===== config.mk =====
export PLATFORM = sky130hd
export DESIGN_NAME = keying_front_end
export DESIGN_NICKNAME = d
export VERILOG_FILES = /design/src/rtl/keying_pkg.sv /design/src/rtl/keying_cfg_bank.sv /design/src/rtl/keying_freq_sel.sv /design/src/rtl/keying_shape.sv /design/src/rtl/keying_front_end.sv
export SDC_FILE = /design/constraint.sdc
export NUM_CORES = 1
export LEC_CHECK = 0
export CAP_MARGIN = 0
export CORE_MARGIN = 2
export CORE_UTILIZATION = 40
export DETAILED_ROUTE_END_ITERATION = 8
export DONT_BUFFER_PORTS = 1
export GPL_TIMING_DRIVEN = 1
export HOLD_SLACK_MARGIN = 0.12
export PLACE_DENSITY = 0.54
export SLEW_MARGIN = 0
export SYNTH_ARGS = -nofsm -noshare
export SYNTH_HDL_FRONTEND = slang
export SYNTH_SLANG_ARGS = --single-unit

===== constraint.sdc =====
create_clock -name clk -period 3.62 [get_ports clk]
set_clock_uncertainty 0.1 [all_clocks]
set_input_delay 0.724 -clock clk [delete_from_list [all_inputs] [get_ports clk]]
set_output_delay 0.724 -clock clk [all_outputs]
set_load 0.01 [all_outputs]

===== src/rtl/keying_pkg.sv =====
package keying_pkg;

    typedef enum logic [2:0] {
        MODE_ASK  = 3'd0,
        MODE_BFSK = 3'd1,
        MODE_MFSK = 3'd2,
        MODE_FM   = 3'd3,
        MODE_BPSK = 3'd4,
        MODE_QPSK = 3'd5
    } key_mode_e;

    // Gray symbol to quadrant index: 00->0, 01->1, 11->2, 10->3
    function automatic logic [1:0] gray_to_quadrant(input logic [1:0] g);
        return {g[1], g[1] ^ g[0]};
    endfunction

endpackage


===== src/rtl/keying_cfg_bank.sv =====
module keying_cfg_bank #(
    parameter int PHASE_W   = 24,
    parameter int NUM_TONES = 8,
    parameter int SHIFT_W   = 4,
    parameter int SEL_W     = 4
) (
    input  logic               clk,
    input  logic               rst_n,
    input  logic               cfg_we,
    input  logic [SEL_W-1:0]   cfg_sel,
    input  logic [PHASE_W-1:0] cfg_data,
    output logic [PHASE_W-1:0] tone_q [NUM_TONES],
    output logic [PHASE_W-1:0] carrier_q,
    output logic [SHIFT_W-1:0] shift_q
);
    localparam logic [SEL_W-1:0] SEL_CARRIER = SEL_W'(NUM_TONES);
    localparam logic [SEL_W-1:0] SEL_SHIFT   = SEL_W'(NUM_TONES + 1);

    for (genvar i = 0; i < NUM_TONES; i++) begin : g_tone
        logic [PHASE_W-1:0] tone_d;
        always_comb begin
            tone_d = tone_q[i];
            if (cfg_we && cfg_sel == SEL_W'(i)) begin
                tone_d = cfg_data;
            end
        end
        always_ff @(posedge clk or negedge rst_n) begin
            if (!rst_n) begin
                tone_q[i] <= '0;
            end else begin
                tone_q[i] <= tone_d;
            end
        end
    end

    logic [PHASE_W-1:0] carrier_d;
    logic [SHIFT_W-1:0] shift_d;

    always_comb begin
        carrier_d = carrier_q;
        shift_d   = shift_q;
        if (cfg_we && cfg_sel == SEL_CARRIER) begin
            carrier_d = cfg_data;
        end
        if (cfg_we && cfg_sel == SEL_SHIFT) begin
            shift_d = cfg_data[SHIFT_W-1:0];
        end
    end

    always_ff @(posedge clk or negedge rst_n) begin
        if (!rst_n) begin
            carrier_q <= '0;
            shift_q   <= '0;
        end else begin
            carrier_q <= carrier_d;
            shift_q   <= shift_d;
        end
    end
endmodule


===== src/rtl/keying_freq_sel.sv =====
module keying_freq_sel
    import keying_pkg::*;
#(
    parameter int PHASE_W   = 24,
    parameter int NUM_TONES = 8,
    parameter int SHIFT_W   = 4,
    parameter int SAMP_W    = 8,
    parameter int SYM_W     = 3
) (
    input  logic [2:0]         mode,
    input  logic [SYM_W-1:0]   sym_bits,
    input  logic [SAMP_W-1:0]  fm_sample,
    input  logic [PHASE_W-1:0] tone_q [NUM_TONES],
    input  logic [PHASE_W-1:0] carrier_q,
    input  logic [SHIFT_W-1:0] shift_q,
    output logic [PHASE_W-1:0] tune_d
);
    localparam int IDX_W = $clog2(NUM_TONES);

    logic [IDX_W-1:0]   bin_idx;
    logic [IDX_W-1:0]   multi_idx;
    logic [PHASE_W-1:0] samp_ext;
    logic [PHASE_W-1:0] deviation;

    always_comb begin
        bin_idx   = IDX_W'(sym_bits[0]);
        multi_idx = IDX_W'(sym_bits);
        samp_ext  = {{(PHASE_W-SAMP_W){fm_sample[SAMP_W-1]}}, fm_sample};
        deviation = samp_ext << shift_q;
        case (key_mode_e'(mode))
            MODE_BFSK: tune_d = tone_q[bin_idx];
            MODE_MFSK: tune_d = tone_q[multi_idx];
            MODE_FM:   tune_d = carrier_q + deviation;
            default:   tune_d = carrier_q;
        endcase
    end
endmodule


===== src/rtl/keying_shape.sv =====
module keying_shape
    import keying_pkg::*;
#(
    parameter int OFS_W = 10,
    parameter int AMP_W = 8,
    parameter int SYM_W = 3
) (
    input  logic [2:0]       mode,
    input  logic [SYM_W-1:0] sym_bits,
    output logic [OFS_W-1:0] ofs_d,
    output logic [AMP_W-1:0] a_d,
    output logic [AMP_W-1:0] b_d
);
    localparam logic [AMP_W-1:0] AMP_MAX = {1'b0, {(AMP_W-1){1'b1}}};

    always_comb begin
        ofs_d = '0;
        a_d   = AMP_MAX;
        b_d   = '0;
        case (key_mode_e'(mode))
            MODE_ASK: begin
                a_d = {sym_bits[0], {(AMP_W-1){1'b0}}};
            end
            MODE_BPSK: begin
                ofs_d = {sym_bits[0], {(OFS_W-1){1'b0}}};
            end
            MODE_QPSK: begin
                ofs_d = {gray_to_quadrant(sym_bits[1:0]), {(OFS_W-2){1'b0}}};
                b_d   = AMP_MAX;
            end
            default: begin
            end
        endcase
    end
endmodule


===== src/rtl/keying_front_end.sv =====
module keying_front_end #(
    parameter int PHASE_W   = 24,
    parameter int OFS_W     = 10,
    parameter int AMP_W     = 8,
    parameter int SAMP_W    = 8,
    parameter int NUM_TONES = 8,
    parameter int SHIFT_W   = 4,
    parameter int SEL_W     = 4
) (
    input  logic               clk,
    input  logic               rst_n,
    input  logic               cfg_we,
    input  logic [SEL_W-1:0]   cfg_sel,
    input  logic [PHASE_W-1:0] cfg_data,
    input  logic [2:0]         mode,
    input  logic               sym_valid,
    input  logic [2:0]         sym_bits,
    input  logic [SAMP_W-1:0]  fm_sample,
    output logic [PHASE_W-1:0] tune_word,
    output logic [OFS_W-1:0]   phase_ofs,
    output logic [AMP_W-1:0]   amp_a,
    output logic [AMP_W-1:0]   amp_b
);
    localparam int SYM_W = 3;

    typedef struct packed {
        logic [PHASE_W-1:0] tune;
        logic [OFS_W-1:0]   ofs;
        logic [AMP_W-1:0]   a;
        logic [AMP_W-1:0]   b;
    } ctl_t;

    logic [PHASE_W-1:0] tone_q [NUM_TONES];
    logic [PHASE_W-1:0] carrier_q;
    logic [SHIFT_W-1:0] shift_q;
    logic [PHASE_W-1:0] tune_sel;
    logic [OFS_W-1:0]   ofs_sel;
    logic [AMP_W-1:0]   a_sel;
    logic [AMP_W-1:0]   b_sel;
    ctl_t               ctl_d;
    ctl_t               ctl_q;

    keying_cfg_bank #(
        .PHASE_W(PHASE_W), .NUM_TONES(NUM_TONES), .SHIFT_W(SHIFT_W), .SEL_W(SEL_W)
    ) u_cfg (
        .clk(clk), .rst_n(rst_n), .cfg_we(cfg_we), .cfg_sel(cfg_sel),
        .cfg_data(cfg_data), .tone_q(tone_q), .carrier_q(carrier_q), .shift_q(shift_q)
    );

    keying_freq_sel #(
        .PHASE_W(PHASE_W), .NUM_TONES(NUM_TONES), .SHIFT_W(SHIFT_W),
        .SAMP_W(SAMP_W), .SYM_W(SYM_W)
    ) u_freq (
        .mode(mode), .sym_bits(sym_bits), .fm_sample(fm_sample), .tone_q(tone_q),
        .carrier_q(carrier_q), .shift_q(shift_q), .tune_d(tune_sel)
    );

    keying_shape #(
        .OFS_W(OFS_W), .AMP_W(AMP_W), .SYM_W(SYM_W)
    ) u_shape (
        .mode(mode), .sym_bits(sym_bits), .ofs_d(ofs_sel), .a_d(a_sel), .b_d(b_sel)
    );

    always_comb begin
        ctl_d = ctl_q;
        if (sym_valid) begin
            ctl_d.tune = tune_sel;
            ctl_d.ofs  = ofs_sel;
            ctl_d.a    = a_sel;
            ctl_d.b    = b_sel;
        end
    end

    always_ff @(posedge clk or negedge rst_n) begin
        if (!rst_n) begin
            ctl_q <= '0;
        end else begin
            ctl_q <= ctl_d;
        end
    end

    assign tune_word = ctl_q.tune;
    assign phase_ofs = ctl_q.ofs;
    assign amp_a     = ctl_q.a;
    assign amp_b     = ctl_q.b;
endmodule


### After elaboration in Yosys (flattened, before gate mapping)

Cells that the tools add are included.

* reductions and logical operators: 12
* mux-type cells: 10
* shifts and indexed selects: 1
* eq/ne operators: 14
* bitwise gates (word level): 3
* order comparisons: 2
* add/sub/neg operators: 1

Operators by type and width (count)
* $bmux 24 s3: 2
* $mux 24: 4
* $pmux 24 s3: 1
* $add 24x24->24: 1
* $shl 24x4->24: 1
* $pmux 10 s2: 1
* $eq 4x3->1 const B: 4
* $logic_and 1x1->1: 10
* $eq 4x2->1 const B: 2
* $eq 4x4->1 const B: 2
* $ge 4x4->1 const B: 2
* $mux 8: 1
* $mux 7: 1
* $eq 3x2->1 const B: 2
* $eq 3x3->1 const B: 2
* $eq 4x1->1 const B: 1
* $logic_not 4->1: 1
* $not 1->4: 1
* $not 3->4: 1
* $eq 3x1->1 const B: 1
* $logic_not 3->1: 1
* $xor 1x1->1: 1

* word-level logic and storage cells: 57
* flip-flop bits (word level): 270
* output and inout port bits: 50
* input bits: 46

### Longest topological paths before layout

* depth in word-level cells: 5
* gate-level depth with buffers: 15
* depth with buffers taken out: 13

### Hierarchy

Synthesis repeated with hierarchy kept, for this count alone.

* cell total of the unflattened synthesis: 1116
* area, all modules: 14750.4 sq um

By module, submodules not included
* keying_cfg_bank: cells an instance 482, times used 1, area an instance 8334.2 sq um, seq. area each 5505.3 sq um
* keying_freq_sel: cells an instance 498, times used 1, area an instance 4077.7 sq um, seq. area each 0.0 sq um
* keying_front_end: cells an instance 106, times used 1, area an instance 2113.3 sq um, seq. area each 1251.2 sq um
* keying_shape: cells an instance 30, times used 1, area an instance 225.2 sq um, seq. area each 0.0 sq um

### Worst setup path before layout

OpenSTA, ideal clock, no wires.

* path type: input -> register
* from: input fm_sample[2]
* to: register ctl_q, in the netlist tune_word[21]
* path buffers: 0
* library setup time: 0.131 ns
* arrival: 3.164 ns
* slack: 0.225 ns
* data required time: 3.389 ns
* cell stages on the path: 12
* cells stage by stage: mux2_2 o21ai_0 nor2_1 a21oi_1 nor2_1 ha_1 and4_1 nor4b_2 a211oi_2 o211ai_1 o21ai_0 or3b_1

* word-level cells in the longest chain between the ends: 3

RTL lines
* from (decl): RTL line keying_front_end.sv:18 `input logic [SAMP_W-1:0] fm_sample,`
* $shl 24x4->24: RTL line keying_freq_sel.sv:29 `deviation = samp_ext << shift_q;`
* $add 24x24->24: RTL line keying_freq_sel.sv:33 `MODE_FM: tune_d = carrier_q + deviation;`
* $pmux 24 s3: RTL line keying_freq_sel.sv:30 `case (key_mode_e'(mode))`
* to (signal assigned): RTL line keying_front_end.sv:78 `ctl_q <= ctl_d;`
* to (decl): RTL line keying_front_end.sv:41 `ctl_t ctl_q;`

Every way passes these cells.
A chain may end at the register's enable or synchronous reset.

### Worst setup path in the final report

* from: register u_cfg.shift_q[0]
* to: register ctl_q, in the netlist tune_word[21]

* word-level cells in the longest chain between the ends: 3

RTL lines
* from (decl): RTL line keying_cfg_bank.sv:14 `output logic [SHIFT_W-1:0] shift_q`
* from (signal assigned): RTL line keying_cfg_bank.sv:56 `shift_q <= shift_d;`
* $shl 24x4->24: RTL line keying_freq_sel.sv:29
* $add 24x24->24: RTL line keying_freq_sel.sv:33
* $pmux 24 s3: RTL line keying_freq_sel.sv:30

Every way passes these cells.

==> key figures <==
Timing
  • Max Freq: 0.295 GHz
  • Min cycle time layout: 3.39 ns
  • Final setup fails: 0
  • Hold Vio Cnt, Final: 249
  • Slew Limit Fails: 0
  • Worst slew margin: 0.376
  • Final period util: 0.938
  • Hold slack final: -0.199 ns
  • Worst-Margin Slew: 0.937 ns

Clock network
  • CTS Root Cell: clkbuf_16
  • TritonCTS clock tree: done
  • Reg clk slew, reported paths: 0.06 ns
  • CTS buffer count: 28
  • CTS Buffer Depth: 3
  • H-tree levels: 1
  • Worst-skew pair later-pin latency: 0.55 ns
  • Clk sinks: 249

Die
  • Core area: 0.0333 mm²
  • Die width: 187 µm
  • Area of the die: 0.0351 mm²
  • Top Ports: 96
  • Vert. Die Dim: 187 µm
  • Initial Utilization: 0.404
  • Site row count: 67

Place
  • Gpl congestion: 0.917
  • Final HPWL DP: 23200 µm
  • Port Buffers: 0
  • Post-placement cell count: 1507

Power
  • P per Cell Area: 622 mW/mm²
  • P_int: 6.53 mW
  • Seq pwr share: 0.415
  • Peak supply drop: 0.299 mV
  • Comb power frac: 0.275
  • Clock share of power: 0.310
  • Sw Ratio: 0.298
  • Total power: 9.30 mW
  • Sw Pwr: 2.77 mW
  • P_leak: 6.33 nW

Global routing
  • First-pass GRT wire length: 55300 µm
  • All-Layer GR Usage: 0.203
  • Grt ovf: 0
  • Number of global-route vias before repair: 8972
  • Initial antenna violation count: 0
  • Largest net degree at the start of global routing: 250

Synth
  • Mean Syn Cell Area: 12.3 µm²
  • Area contributors post-synth: dfrtp_1 46%, mux2_2 19%, mux4_2 7.9%, mux2i_1 3.7%, a21oi_1 2.2%
  • Synth Flop Type: dfrtp_1
  • YS warnings: 0
  • Post-synth top area share: 0.463
  • Synth Register Bits: 249
  • Mapped Area: 0.0134 mm²
  • Synthesized instance count: 1095
  • Number of synthesized flops with an enable pin: 0
  • Yosys top cell by area: dfrtp_1
  • Register area share after synthesis: 0.463
  • Share of flip-flops with an asynchronous set or reset: 1.00
  • Yosys cell types: 67

Cells and area
  • Share of layout cells above drive strength 1: 0.356
  • ANT cells: 0
  • Layout Nets: 1160
  • Fill cells: 3092
  • Area growth, synth to finish: 11.1%
  • Commonest non-fill, non-tap cells in the layout: 248 x dfrtp_1, 230 x mux2_2, 56 x a21oi_1, 54 x nor2_1, 51 x buf_4
  • Core Util, Final: 0.449
  • Commonest non-fill, non-tap cell in the layout: dfrtp_1
  • Non-filler cells, final: 1559

Critical path
  • Crit-path max FO: 7
  • Crit path launch type: flop
  • Worst path arrival time: 3.71 ns
  • Critical path required time: 3.93 ns
  • CP endpoint kind: flop
  • CP Class: flop to flop

Detailed routing
  • Pre-Repair DR Iteration Count: 5
  • Wirelength per Cell: 22.7 µm
  • Final wirelength: 35400 µm
  • Routed Antenna Nets: 0
  • Total number of vias: 8898
  • Via/cell ratio: 5.71
  • Initial DRC Count: 544
  • # DRC: 0

Min path
  • Tightest Hold Check Type: primary input to async pin

Job
  • Max-cap violations: 0

Run status
  • Failing checks: hold timing
  • Status: finished with violations
==> cells by family (layout without fill, tap and decap cells) <==
kind of cell / Yosys count / after routing / synth area share
muxes: 327 / 327 / 0.308
AOI/OAI and AO/OA: 190 / 190 / 0.0921
buffers and inverters: 114 / 122 / 0.0407
DFF: 249 / 249 / 0.463
xor gates and xnor gates: 14 / 14 / 0.00912
adders and majority gates: 24 / 24 / 0.0229
and+or+nand+nor: 176 / 176 / 0.0632
other: 1 / 9 / 0.000279
==> cells in the mapped netlist, types with 7 or more instances <==
| library cell | instances |
|---|---|
| a211oi_1 | 10 |
| a21oi_1 | 58 |
| a31oi_1 | 7 |
| buf_2 | 11 |
| buf_4 | 24 |
| clkbuf_1 | 52 |
| dfrtp_1 | 249 |
| ha_1 | 23 |
| inv_1 | 20 |
| mux2_2 | 230 |
| mux2i_1 | 50 |
| mux4_2 | 47 |
| nand2_1 | 47 |
| nand3_1 | 12 |
| nor2_1 | 56 |
| nor3_1 | 14 |
| o211ai_1 | 13 |
| o21ai_0 | 39 |
| o221ai_1 | 14 |
| o22ai_1 | 10 |
| xnor2_1 | 10 |
==> metrics by stage <==
| stage | worst slack [ns] | TNS [ns] | area (µm²) |
|---|---|---|---|
| floorplan | 0.225 | 0 | 13500 |
| global placement | -0.0899 | -0.225 | 14000 |
| detailed placement | -0.0953 | -0.196 | 14000 |
| CTS | 0.0731 | 0 | 14900 |
| global route | -0.00972 | -0.0104 | 14900 |
| finish | 0.226 | 0 | 14900 |
==> state kept, by name (all words and copies together), names as in the netlist <==
register	cells
u_cfg.carrier_q	24
u_cfg.tone_q	192
phase_ofs	2
tune_word	24
amp_b	1
u_cfg.shift_q	4
amp_a	2
==> metal layers <==
metal  up-vias  track usage  part of all wire
met2       175        0.318              0.46
li1       4069            -                 -
met3        46       0.0411             0.053
met5         -            0                 0
met1      4608        0.289              0.47
met4         0       0.0516             0.019
==> worst paths after layout <==
kind | from | cells past startpoint | end | slack [ns]
hold / removal | rst_n | 0 | u_cfg.tone_q[76] | -0.20
hold reg to reg | u_cfg.tone_q[30] | 1 | u_cfg.tone_q[30] | 0.40
max in group asynchronous | rst_n | 0 | tune_word[21] | 3.09
setup reg to reg | u_cfg.shift_q[0] | 14 | tune_word[21] | 0.23
min in group clk | sym_valid | 1 | amp_a[6] | 0.18
setup / recovery | u_cfg.shift_q[0] | 14 | tune_word[21] | 0.23
==> critical path: stages (launching register included) <==
cell	delay, ns
dfrtp_2	0.41
buf_4	0.17
mux2i_1	0.23
nand2_1	0.08
o31a_1	0.17
a21oi_2	0.18
o22ai_2	0.11
ha_1	0.32
and4_1	0.22
nor4b_2	0.24
a211oi_2	0.08
buf_4	0.15
o211ai_1	0.36
nor3_1	0.09
or3b_1	0.35
==> timing repair <==
action	CTS	global route
endpoints found under the setup margin	0	9
buffers inserted	0	1
endpoints found under the hold margin	249	249
gates resized for setup	0	15
==> final cells by class <==
class	instances	area, µm²	area share
well taps	448	561	0.0375
clock buffers	43	838	0.0561
multi-input cells	740	6760	0.452
clock inverters	8	96.3	0.00645
inverters	20	75.1	0.00502
flip-flops and latches	249	6230	0.417
repair buffers	51	383	0.0256
==> power by group through the flow <==
stage,logic [mW],clock network [mW],registers (mW)
finish,2.56,2.88,3.86
CTS,2.50,2.95,3.86
global placement,2.47,0,3.89
detailed placement,2.49,0,3.91
floorplan,1.96,0,3.74
global route,2.80,3.06,3.95
(Power assumes the default switching activity.)
